### src/rtl/scanline_irq_pkg.sv
package scanline_irq_pkg;

  // Per-cycle commands from control to datapath.
  typedef struct packed {
    logic step;       // apply one line advance
    logic zeroCount;  // the advance ends with the counter at zero
    logic raise;      // set the request
    logic ack;        // acknowledge: drop request and the high count bit
    logic clear;      // clear counter and request
  } ctrlStrobes_t;

endpackage

### src/rtl/scanline_irq_ctrl.sv
module scanline_irq_ctrl
  import scanline_irq_pkg::*;
#(
  parameter int CNT_W  = 6,
  parameter int WRAP   = 52,
  parameter int THRESH = 32,
  parameter int LOAD   = 2,
  parameter int DOWN_W = 2
) (
  input  logic             clk,
  input  logic             rst_n,
  input  logic             hsyncTick,
  input  logic             vsyncTick,
  input  logic             ackTick,
  input  logic             clearTick,
  input  logic [CNT_W-1:0] lineCount,
  output ctrlStrobes_t     strobes
);

  localparam logic [CNT_W:0]    WrapVal   = (CNT_W+1)'(WRAP);
  localparam logic [CNT_W:0]    ThreshVal = (CNT_W+1)'(THRESH);
  localparam logic [DOWN_W-1:0] LoadVal   = DOWN_W'(LOAD);
  localparam logic [DOWN_W-1:0] OneVal    = DOWN_W'(1);

  logic [DOWN_W-1:0] downCnt;
  logic              step;
  logic [CNT_W:0]    bumped;
  logic [CNT_W:0]    afterStep;
  logic              wrapHit;
  logic              expire;
  logic              expireRaise;

  // A clear cycle ignores any horizontal sync in the same cycle.
  assign step        = hsyncTick & ~clearTick;
  assign bumped      = {1'b0, lineCount} + 1'b1;
  assign wrapHit     = step && (bumped == WrapVal);
  assign afterStep   = wrapHit ? '0 : bumped;
  assign expire      = step && (downCnt == OneVal);
  assign expireRaise = expire && (afterStep >= ThreshVal);

  always_comb begin
    strobes.step      = step;
    strobes.zeroCount = wrapHit | expire;
    strobes.raise     = wrapHit | expireRaise;
    strobes.ack       = ackTick;
    strobes.clear     = clearTick;
  end

  // Realignment countdown, measured in lines.
  always_ff @(posedge clk or negedge rst_n) begin
    if (!rst_n)                     downCnt <= '0;
    else if (vsyncTick)             downCnt <= LoadVal;
    else if (step && downCnt != '0) downCnt <= downCnt - 1'b1;
  end

  assert_vsync_reload_R10: assert property (@(posedge clk) disable iff (!rst_n)
    vsyncTick |=> (downCnt == LoadVal));

  assert_count_below_wrap_R2: assert property (@(posedge clk) disable iff (!rst_n)
    ({1'b0, lineCount} < WrapVal));

  assert_countdown_moves_on_line_R4: assert property (@(posedge clk) disable iff (!rst_n)
    (!vsyncTick && !step) |=> $stable(downCnt));

endmodule

### src/rtl/scanline_irq_datapath.sv
module scanline_irq_datapath
  import scanline_irq_pkg::*;
#(
  parameter int CNT_W   = 6,
  parameter int ACK_BIT = 5
) (
  input  logic             clk,
  input  logic             rst_n,
  input  ctrlStrobes_t     strobes,
  input  logic             readTick,
  output logic [CNT_W-1:0] lineCount,
  output logic             irqReq,
  output logic             irqChanged
);

  logic [CNT_W-1:0] nextCount;
  logic             lastRead;

  always_comb begin
    nextCount = lineCount;
    if (strobes.step) nextCount = strobes.zeroCount ? '0 : lineCount + 1'b1;
    if (strobes.ack)  nextCount[ACK_BIT] = 1'b0;
  end

  always_ff @(posedge clk or negedge rst_n) begin
    if (!rst_n) begin
      lineCount <= '0;
      irqReq    <= 1'b0;
    end else if (strobes.clear) begin
      lineCount <= '0;
      irqReq    <= 1'b0;
    end else begin
      lineCount <= nextCount;
      if (strobes.ack)        irqReq <= 1'b0;
      else if (strobes.raise) irqReq <= 1'b1;
    end
  end

  // The read captures the level the CPU saw before this edge.
  always_ff @(posedge clk or negedge rst_n) begin
    if (!rst_n)        lastRead <= 1'b0;
    else if (readTick) lastRead <= irqReq;
  end

  assign irqChanged = irqReq ^ lastRead;

  assert_ack_drops_request_R3: assert property (@(posedge clk) disable iff (!rst_n)
    strobes.ack |=> (!irqReq && !lineCount[ACK_BIT]));

  assert_clear_empties_R7: assert property (@(posedge clk) disable iff (!rst_n)
    strobes.clear |=> (!irqReq && lineCount == '0));

  assert_quiet_read_settles_R9: assert property (@(posedge clk) disable iff (!rst_n)
    (readTick && !strobes.raise && !strobes.ack && !strobes.clear) |=> !irqChanged);

endmodule

### src/rtl/scanline_irq_timer.sv
module scanline_irq_timer
  import scanline_irq_pkg::*;
#(
  parameter int CNT_W   = 6,
  parameter int WRAP    = 52,
  parameter int THRESH  = 32,
  parameter int ACK_BIT = 5,
  parameter int LOAD    = 2,
  parameter int DOWN_W  = 2
) (
  input  logic clk,
  input  logic rst_n,
  input  logic hsyncTick,
  input  logic vsyncTick,
  input  logic ackTick,
  input  logic clearTick,
  input  logic readTick,
  output logic irqReq,
  output logic irqChanged
);

  ctrlStrobes_t     strobes;
  logic [CNT_W-1:0] lineCount;

  scanline_irq_ctrl #(
    .CNT_W(CNT_W), .WRAP(WRAP), .THRESH(THRESH), .LOAD(LOAD), .DOWN_W(DOWN_W)
  ) u_ctrl (
    .clk(clk), .rst_n(rst_n),
    .hsyncTick(hsyncTick), .vsyncTick(vsyncTick),
    .ackTick(ackTick), .clearTick(clearTick),
    .lineCount(lineCount), .strobes(strobes)
  );

  scanline_irq_datapath #(
    .CNT_W(CNT_W), .ACK_BIT(ACK_BIT)
  ) u_dp (
    .clk(clk), .rst_n(rst_n), .strobes(strobes), .readTick(readTick),
    .lineCount(lineCount), .irqReq(irqReq), .irqChanged(irqChanged)
  );

  assert_rise_needs_hsync_R2: assert property (@(posedge clk) disable iff (!rst_n)
    $rose(irqReq) |-> $past(hsyncTick));

  assert_ack_wins_R8: assert property (@(posedge clk) disable iff (!rst_n)
    ackTick |=> !irqReq);

endmodule

### config.mk
export PLATFORM = sky130hd
export DESIGN_NAME = scanline_irq_timer
export DESIGN_NICKNAME = d
export VERILOG_FILES = /design/src/rtl/scanline_irq_pkg.sv /design/src/rtl/scanline_irq_ctrl.sv /design/src/rtl/scanline_irq_datapath.sv /design/src/rtl/scanline_irq_timer.sv
export SDC_FILE = /design/constraint.sdc
export NUM_CORES = 1
export LEC_CHECK = 0
export BUFFER_PORTS_ARGS = -buffer_cell sky130_fd_sc_hd__buf_2
export CORE_AREA = 2 2 39 41
export CTS_CLUSTER_DIAMETER = 30
export DETAILED_ROUTE_END_ITERATION = 8
export DIE_AREA = 0 0 41 43
export HOLD_SLACK_MARGIN = 0.06
export PLACE_DENSITY = 0.67
export SLEW_MARGIN = 10
export SYNTH_ARGS = -nofsm -noshare
export SYNTH_HDL_FRONTEND = slang
export SYNTH_SLANG_ARGS = --single-unit
export TNS_END_PERCENT = 50
### constraint.sdc
create_clock -name clk -period 5 [get_ports clk]
set_clock_uncertainty 0.1 [all_clocks]
set_input_delay 0.25 -clock clk [delete_from_list [all_inputs] [get_ports clk]]
set_output_delay 0.25 -clock clk [all_outputs]
set_load 0.01 [all_outputs]
==> results of run 1 <==
[worst max-delay path: cells and delay by family (launching register included)]
family	cells	cell delay, ps
AO/OA/AOI/OAI	2	450
XOR/XNOR	1	150
adder cells (fa/ha/maj)	1	290
flip-flops	1	430
AND/OR/NAND/NOR	2	310
[synthesized netlist by cell type (all sizes together), types with 2 or more instances]
| master | count |
|---|---|
| nor3 | 2 |
| xor2 | 2 |
| nor2 | 4 |
| a22o | 3 |
| nand3 | 2 |
| ha | 4 |
| and2b | 2 |
| nand2 | 3 |
| dfrtp | 10 |
| xnor2 | 2 |
| a21oi | 4 |
| inv | 3 |
| o21ai | 3 |
[cell families after synthesis]
group | count (synthesis) | share of synthesized area (%)
mux | 2 | 3.44
simple gates | 19 | 18.2
flops | 10 | 40.5
buf+inv | 3 | 1.82
fa+ha+maj | 4 | 8.10
compound gates | 17 | 22.3
xor+xnor | 4 | 5.67
[final cells by class]
class | count | area share [%]
clock buffers | 4 | 4.87
multi-input cells | 46 | 47.9
flip-flops and latches | 10 | 33.6
repair buffers | 11 | 9.41
well taps | 16 | 2.69
inverters | 3 | 1.51
[through the flow]
| step | instance area, um^2 | worst slack, ps | instances | power [mW] |
|---|---|---|---|---|
| finish | 744 | 3160 | 90 | 0.178 |
| global route | 744 | 3070 | 90 | 0.189 |
| CTS | 744 | 3160 | 90 | 0.181 |
| global placement | 678 | 3220 | 83 | 0.104 |
| floorplan | 618 | 3270 | 59 | 0.0970 |
| detailed placement | 678 | 3180 | 83 | 0.105 |
[per-layer routing]
layer,routed length [um],share of wire [%],global-route usage (%),vias up
met5,0,0,0,-
met4,27,2.5,10.0,0
li1,-,-,-,246
met3,36,3.3,1.57,3
met2,478,44,24.1,12
met1,547,50,22.3,229
[what timing repair did]
action / 4_1_cts / 5_1_grt
endpoints found under the hold margin: 13 / 0
endpoints found under the setup margin: 0 / 0
hold buffers: 3 / 0
[power by group]
part / switching (mW) / internal (mW)
Sequential: 0.00283 / 0.0834
Combinational: 0.00946 / 0.00893
Clock: 0.0291 / 0.0443
[worst min-delay path by stage]
| stage | start | endpoint | slack (ps) |
|---|---|---|---|
| floorplan | rst_n | u_ctrl.downCnt[0] | -150 |
| global placement | rst_n | u_dp.lineCount[1] | 20 |
| detailed placement | rst_n | u_dp.lineCount[1] | 20 |
| CTS | clearTick | u_dp.lineCount[3] | 100 |
| global route | clearTick | u_dp.lineCount[3] | 120 |
| finish | clearTick | u_dp.lineCount[3] | 110 |
[sequential cells by signal, indices dropped and copies added (netlist names)]
name            cells
u_dp.lineCount      6
u_ctrl.downCnt      2
u_dp.lastRead       1
u_dp.irqReq         1
==> results_dict.tcl, run 1 <==
set metrics [dict create \
    grt_overflow 0 \
    drt-total-wl_um 1090 \
    syn2layout_area_growth_pct 20.4 \
    setup.worst_path.end "u_dp.lineCount[2]" \
    setup_viol 0 \
    drc_errors 0 \
    cts_tree "yes" \
    seqCellArea_um2 250 \
    reg2reg_slack_ps 3160 \
    worstPathMaxFanout 6 \
    r2r-start "u_dp.lineCount[0]" \
    post-synth-top-area-cell "dfrtp_1" \
    htreeDepth 1 \
    diodes 0 \
    path_cells "ha_1 > xnor2_1 > nor3_1 > o211a_4 > nor2_1 > a22o_1" \
    multi_input_area_um2 357 \
    cap_violations 0 \
    synth_top_area_share_pct 40.5 \
    cp-startpoint "u_dp.lineCount[0]" \
    r2r_cells 6 \
    drtIter0Drc 11 \
    relSlewSlack_pct 79.1 \
    ios 9 \
    syn_inst 59 \
    ctsRootBufferMaster "clkbuf_4" \
    vias 490 \
    cts_setup_buffers 0 \
    portBuffers 8 \
    gp_congestion 0.849 \
    synth_warnings 0 \
    ys_seq_area_share_pct 40.5 \
    layout_commonest_cell "dfrtp_1" \
    via_per_inst 5.44 \
    timing.hold.ws_ps 106 \
    synthArstFlopShare_pct 100 \
    p_leak_nw 0.363 \
    tns_ps 0 \
    status "finished, final reports clean" \
    start_kind "flip-flop" \
    finalNetCount 86 \
    clock_path_buffers 2 \
    worst_pin_slew_ps 312 \
    crit_required_ps 5060 \
    core_area_um2 1380 \
    grt_pass1_wl_um 1950 \
    utilization_pct 53.8 \
    fp.dieW_um 41 \
    hold_viol 0 \
    antenna_left 0 \
    reg2reg_to "u_dp.lineCount[2]" \
    crit_path_end_kind "flip-flop" \
    synthFlopType "dfrtp_1" \
    synth_fp_nets 70 \
    antenna_found_initial 0 \
    fmax_ghz 0.542 \
    clock_sinks 10 \
    hpwl_um 872 \
    period_needed_ps 1840 \
    power.density_nw_per_um2 239 \
    worst_path_max_delay_cell "dfrtp_1" \
    yosysUniqueCellTypes 28 \
    ys_top_cells_by_area "dfrtp_1, ha_1, a22o_1" \
    final_cell_mix "dfrtp_1, buf_2, a21oi_1, nor2_1, ha_1" \
    track_usage_pct 16.4 \
    fillers 132 \
    period_share_pct 36.9 \
    dr.pass1.iters 4 \
    die_h_um 43 \
    postCtsResizedCells 0 \
    hold_depth 2 \
    clk_pin_slew_ps 70 \
    synthesis.area_um2 618 \
    hold_class "input pin to flip-flop" \
    synth-seq-cells 10 \
    dieArea_um2 1760 \
    clk_latency_ps 270 \
    cts_buffers 3 \
    start_util_pct 44.7 \
    worst_path_largest_cell_delay_ps 430 \
    cp.arrival_ps 1910 \
    grt_max_degree 11 \
    avgSynthCellArea_um2 10.5 \
    synth_edf_count 0 \
    layout-drive-gt1-share_pct 28.4 \
    grt_pass1_vias 470 \
    ir_drop_mv 0.142 \
    routedWlPerCell_um 12.1 \
    num_rows 14 \
    crit_type "flip-flop to flip-flop" \
    drv_slew 0 \
    rsz0062_at_grt "no" \
]
Power figures use the tool's default switching activity.
==> inputs of run 2 (changes only) <==
--- a/config.mk
+++ b/config.mk
@@ -6,12 +6,11 @@
 export NUM_CORES = 1
 export LEC_CHECK = 0
 export BUFFER_PORTS_ARGS = -buffer_cell sky130_fd_sc_hd__buf_2
-export CORE_AREA = 2 2 39 41
+export CORE_UTILIZATION = 47
 export CTS_CLUSTER_DIAMETER = 30
 export DETAILED_ROUTE_END_ITERATION = 8
-export DIE_AREA = 0 0 41 43
 export HOLD_SLACK_MARGIN = 0.06
-export PLACE_DENSITY = 0.67
+export PLACE_DENSITY = 0.7
 export SLEW_MARGIN = 10
 export SYNTH_ARGS = -nofsm -noshare
 export SYNTH_HDL_FRONTEND = slang
==> constraint.sdc (replaced) <==
create_clock -name clk -period 1.5 [get_ports clk]
set_clock_uncertainty 0.1 [all_clocks]
set_input_delay 0.075 -clock clk [delete_from_list [all_inputs] [get_ports clk]]
set_output_delay 0.075 -clock clk [all_outputs]
set_load 0.01 [all_outputs]
==> run 2 against run 1 <==
Against the previous run:
- the run now ends with setup timing left
- clock-buffer cell count unchanged
- wire length up 38%
- register-to-register slack worse by 3300 ps
- clock power rose to 3.4 times the previous value
- global-route usage up 6.5 points
- critical path type unchanged
- largest power group unchanged
==> results_dict.tcl, run 2 (same netlist as run 1, synthesis figures left out) <==
set metrics [dict create \
    status "finished with violations" \
    violations "setup timing" \
    grt_max_degree 11 \
    timing.hold.ws_ps 84.9 \
    via_per_inst 5.65 \
    clock_path_buffers 2 \
    layout-drive-gt1-share_pct 41.9 \
    start_kind "flip-flop" \
    cts_setup_buffers 0 \
    start_util_pct 52.8 \
    tns_ps -562 \
    clk_pin_slew_ps 70 \
    period_needed_ps 1640 \
    ir_drop_mv 0.516 \
    portBuffers 8 \
    worstPathMaxFanout 5 \
    finalNetCount 98 \
    largest_register "u_dp.lineCount" \
    path_cells "and4_4 > and3b_2 > o211a_4 > o32ai_4 > a22o_1" \
    place_inst 90 \
    final_cells 100 \
    top_regs "u_dp.lineCount (6), u_ctrl.downCnt (2)" \
    clk_latency_ps 270 \
    track_usage_pct 22.9 \
    crit_path_end_kind "flip-flop" \
    r2r-start "u_dp.lineCount[1]" \
    syn2layout_area_growth_pct 42.9 \
    fp.dieW_um 38.3 \
    drt-total-wl_um 1510 \
    cp-startpoint "u_dp.lineCount[1]" \
    crit_required_ps 1610 \
    period_share_pct 109 \
    multi_input_area_um2 398 \
    num_rows 12 \
    crit_type "flip-flop to flip-flop" \
    fin_ws_ps -141 \
    core_area_um2 1170 \
    routedWlPerCell_um 15.1 \
    fmax_ghz 0.609 \
    dieArea_um2 1460 \
    drv_slew 0 \
    layout_commonest_cell "buf_4" \
    fillers 79 \
    final_cell_mix "buf_4, buf_2, dfrtp_1" \
    power.density_nw_per_um2 708 \
    hold_viol 0 \
    cts_buffers 3 \
    cts_tree "yes" \
    drtIter0Drc 12 \
    vias 565 \
    place_area_um2 763 \
    rsz0062_at_grt "yes" \
    grt_pass1_wl_um 2200 \
    antenna_found_initial 0 \
    reg2reg_slack_ps -140 \
    dr.pass1.iters 4 \
    p_leak_nw 0.422 \
    hpwl_um 1050 \
    worst_pin_slew_ps 347 \
    ctsRootBufferMaster "clkbuf_4" \
    seqCellArea_um2 253 \
    cap_violations 0 \
    grt_overflow 0 \
    die_h_um 38.3 \
    worst_path_largest_cell_delay_ps 450 \
    largest_register_ff_count 6 \
    setup_viol 5 \
    antenna_left 0 \
    htreeDepth 1 \
    diodes 0 \
    grt_pass1_vias 506 \
    hold_class "input pin to async pin" \
    relSlewSlack_pct 76.8 \
    worst_path_max_delay_cell "dfrtp_2" \
    cp.arrival_ps 1750 \
    drc_errors 0 \
    finalInstanceArea_um2 883 \
    place_ws_ps -167 \
    clock_sinks 10 \
    gp_congestion 0.796 \
    ios 9 \
]
run 2: changes by cell type in the layout (fill, tap and decap cells not counted), sizes merged:
cell         delta
dlygate4sd3     +3
buf             +9
run 2: worst max-delay path: cells and delay by family (launching register included):
kind            cells  cell delay, ps
compound gates      3             640
flops               1             450
simple gates        2             410
run 2: cell type report:
type | count | share of cell area (%)
inverters | 3 | 1.27
well taps | 14 | 1.98
repair buffers | 23 | 19.0
clock buffers | 4 | 4.11
multi-input cells | 46 | 45.0
flip-flops and latches | 10 | 28.6
run 2: power by group:
part | total [mW] | internal, mW | switching (mW)
clock | 0.249 | 0.148 | 0.102
sequential | 0.289 | 0.279 | 0.00979
combinational | 0.0877 | 0.0463 | 0.0414
run 2: through the flow:
step / utilization [%] / total power, mW
detailed placement: 65.2 / 0.363
global route: 75.4 / 0.666
finish: 75.4 / 0.626
floorplan: - / 0.327
CTS: 73.5 / 0.626
global placement: 65.2 / 0.360
run 2: path summary, 6_finish.rpt:
check | cells after the start | end
worst min register to register | 1 | u_dp.lastRead
max in group asynchronous | 2 | u_dp.lineCount[1]
worst max register to register | 5 | u_dp.lineCount[2]
worst max-delay path | 5 | u_dp.lineCount[2]
worst min-delay path | 2 | u_dp.lineCount[5]
min in group clk | 3 | u_dp.lineCount[2]
run 2: routing by layer:
layer	routed length, um	GRT usage [%]	vias up
li1	-	-	270
met1	676	31.7	278
met2	769	33.5	12
met3	36	5.23	5
met4	26	10.7	0
met5	0	0	-
run 2: repair_timing:
action | in CTS | in global routing
hold buffers | 6 | 0
setup endpoints to repair | 5 | 7
pin swaps | 1 | 1
endpoints found under the hold margin | 16 | 0
resized for setup | 1 | 4
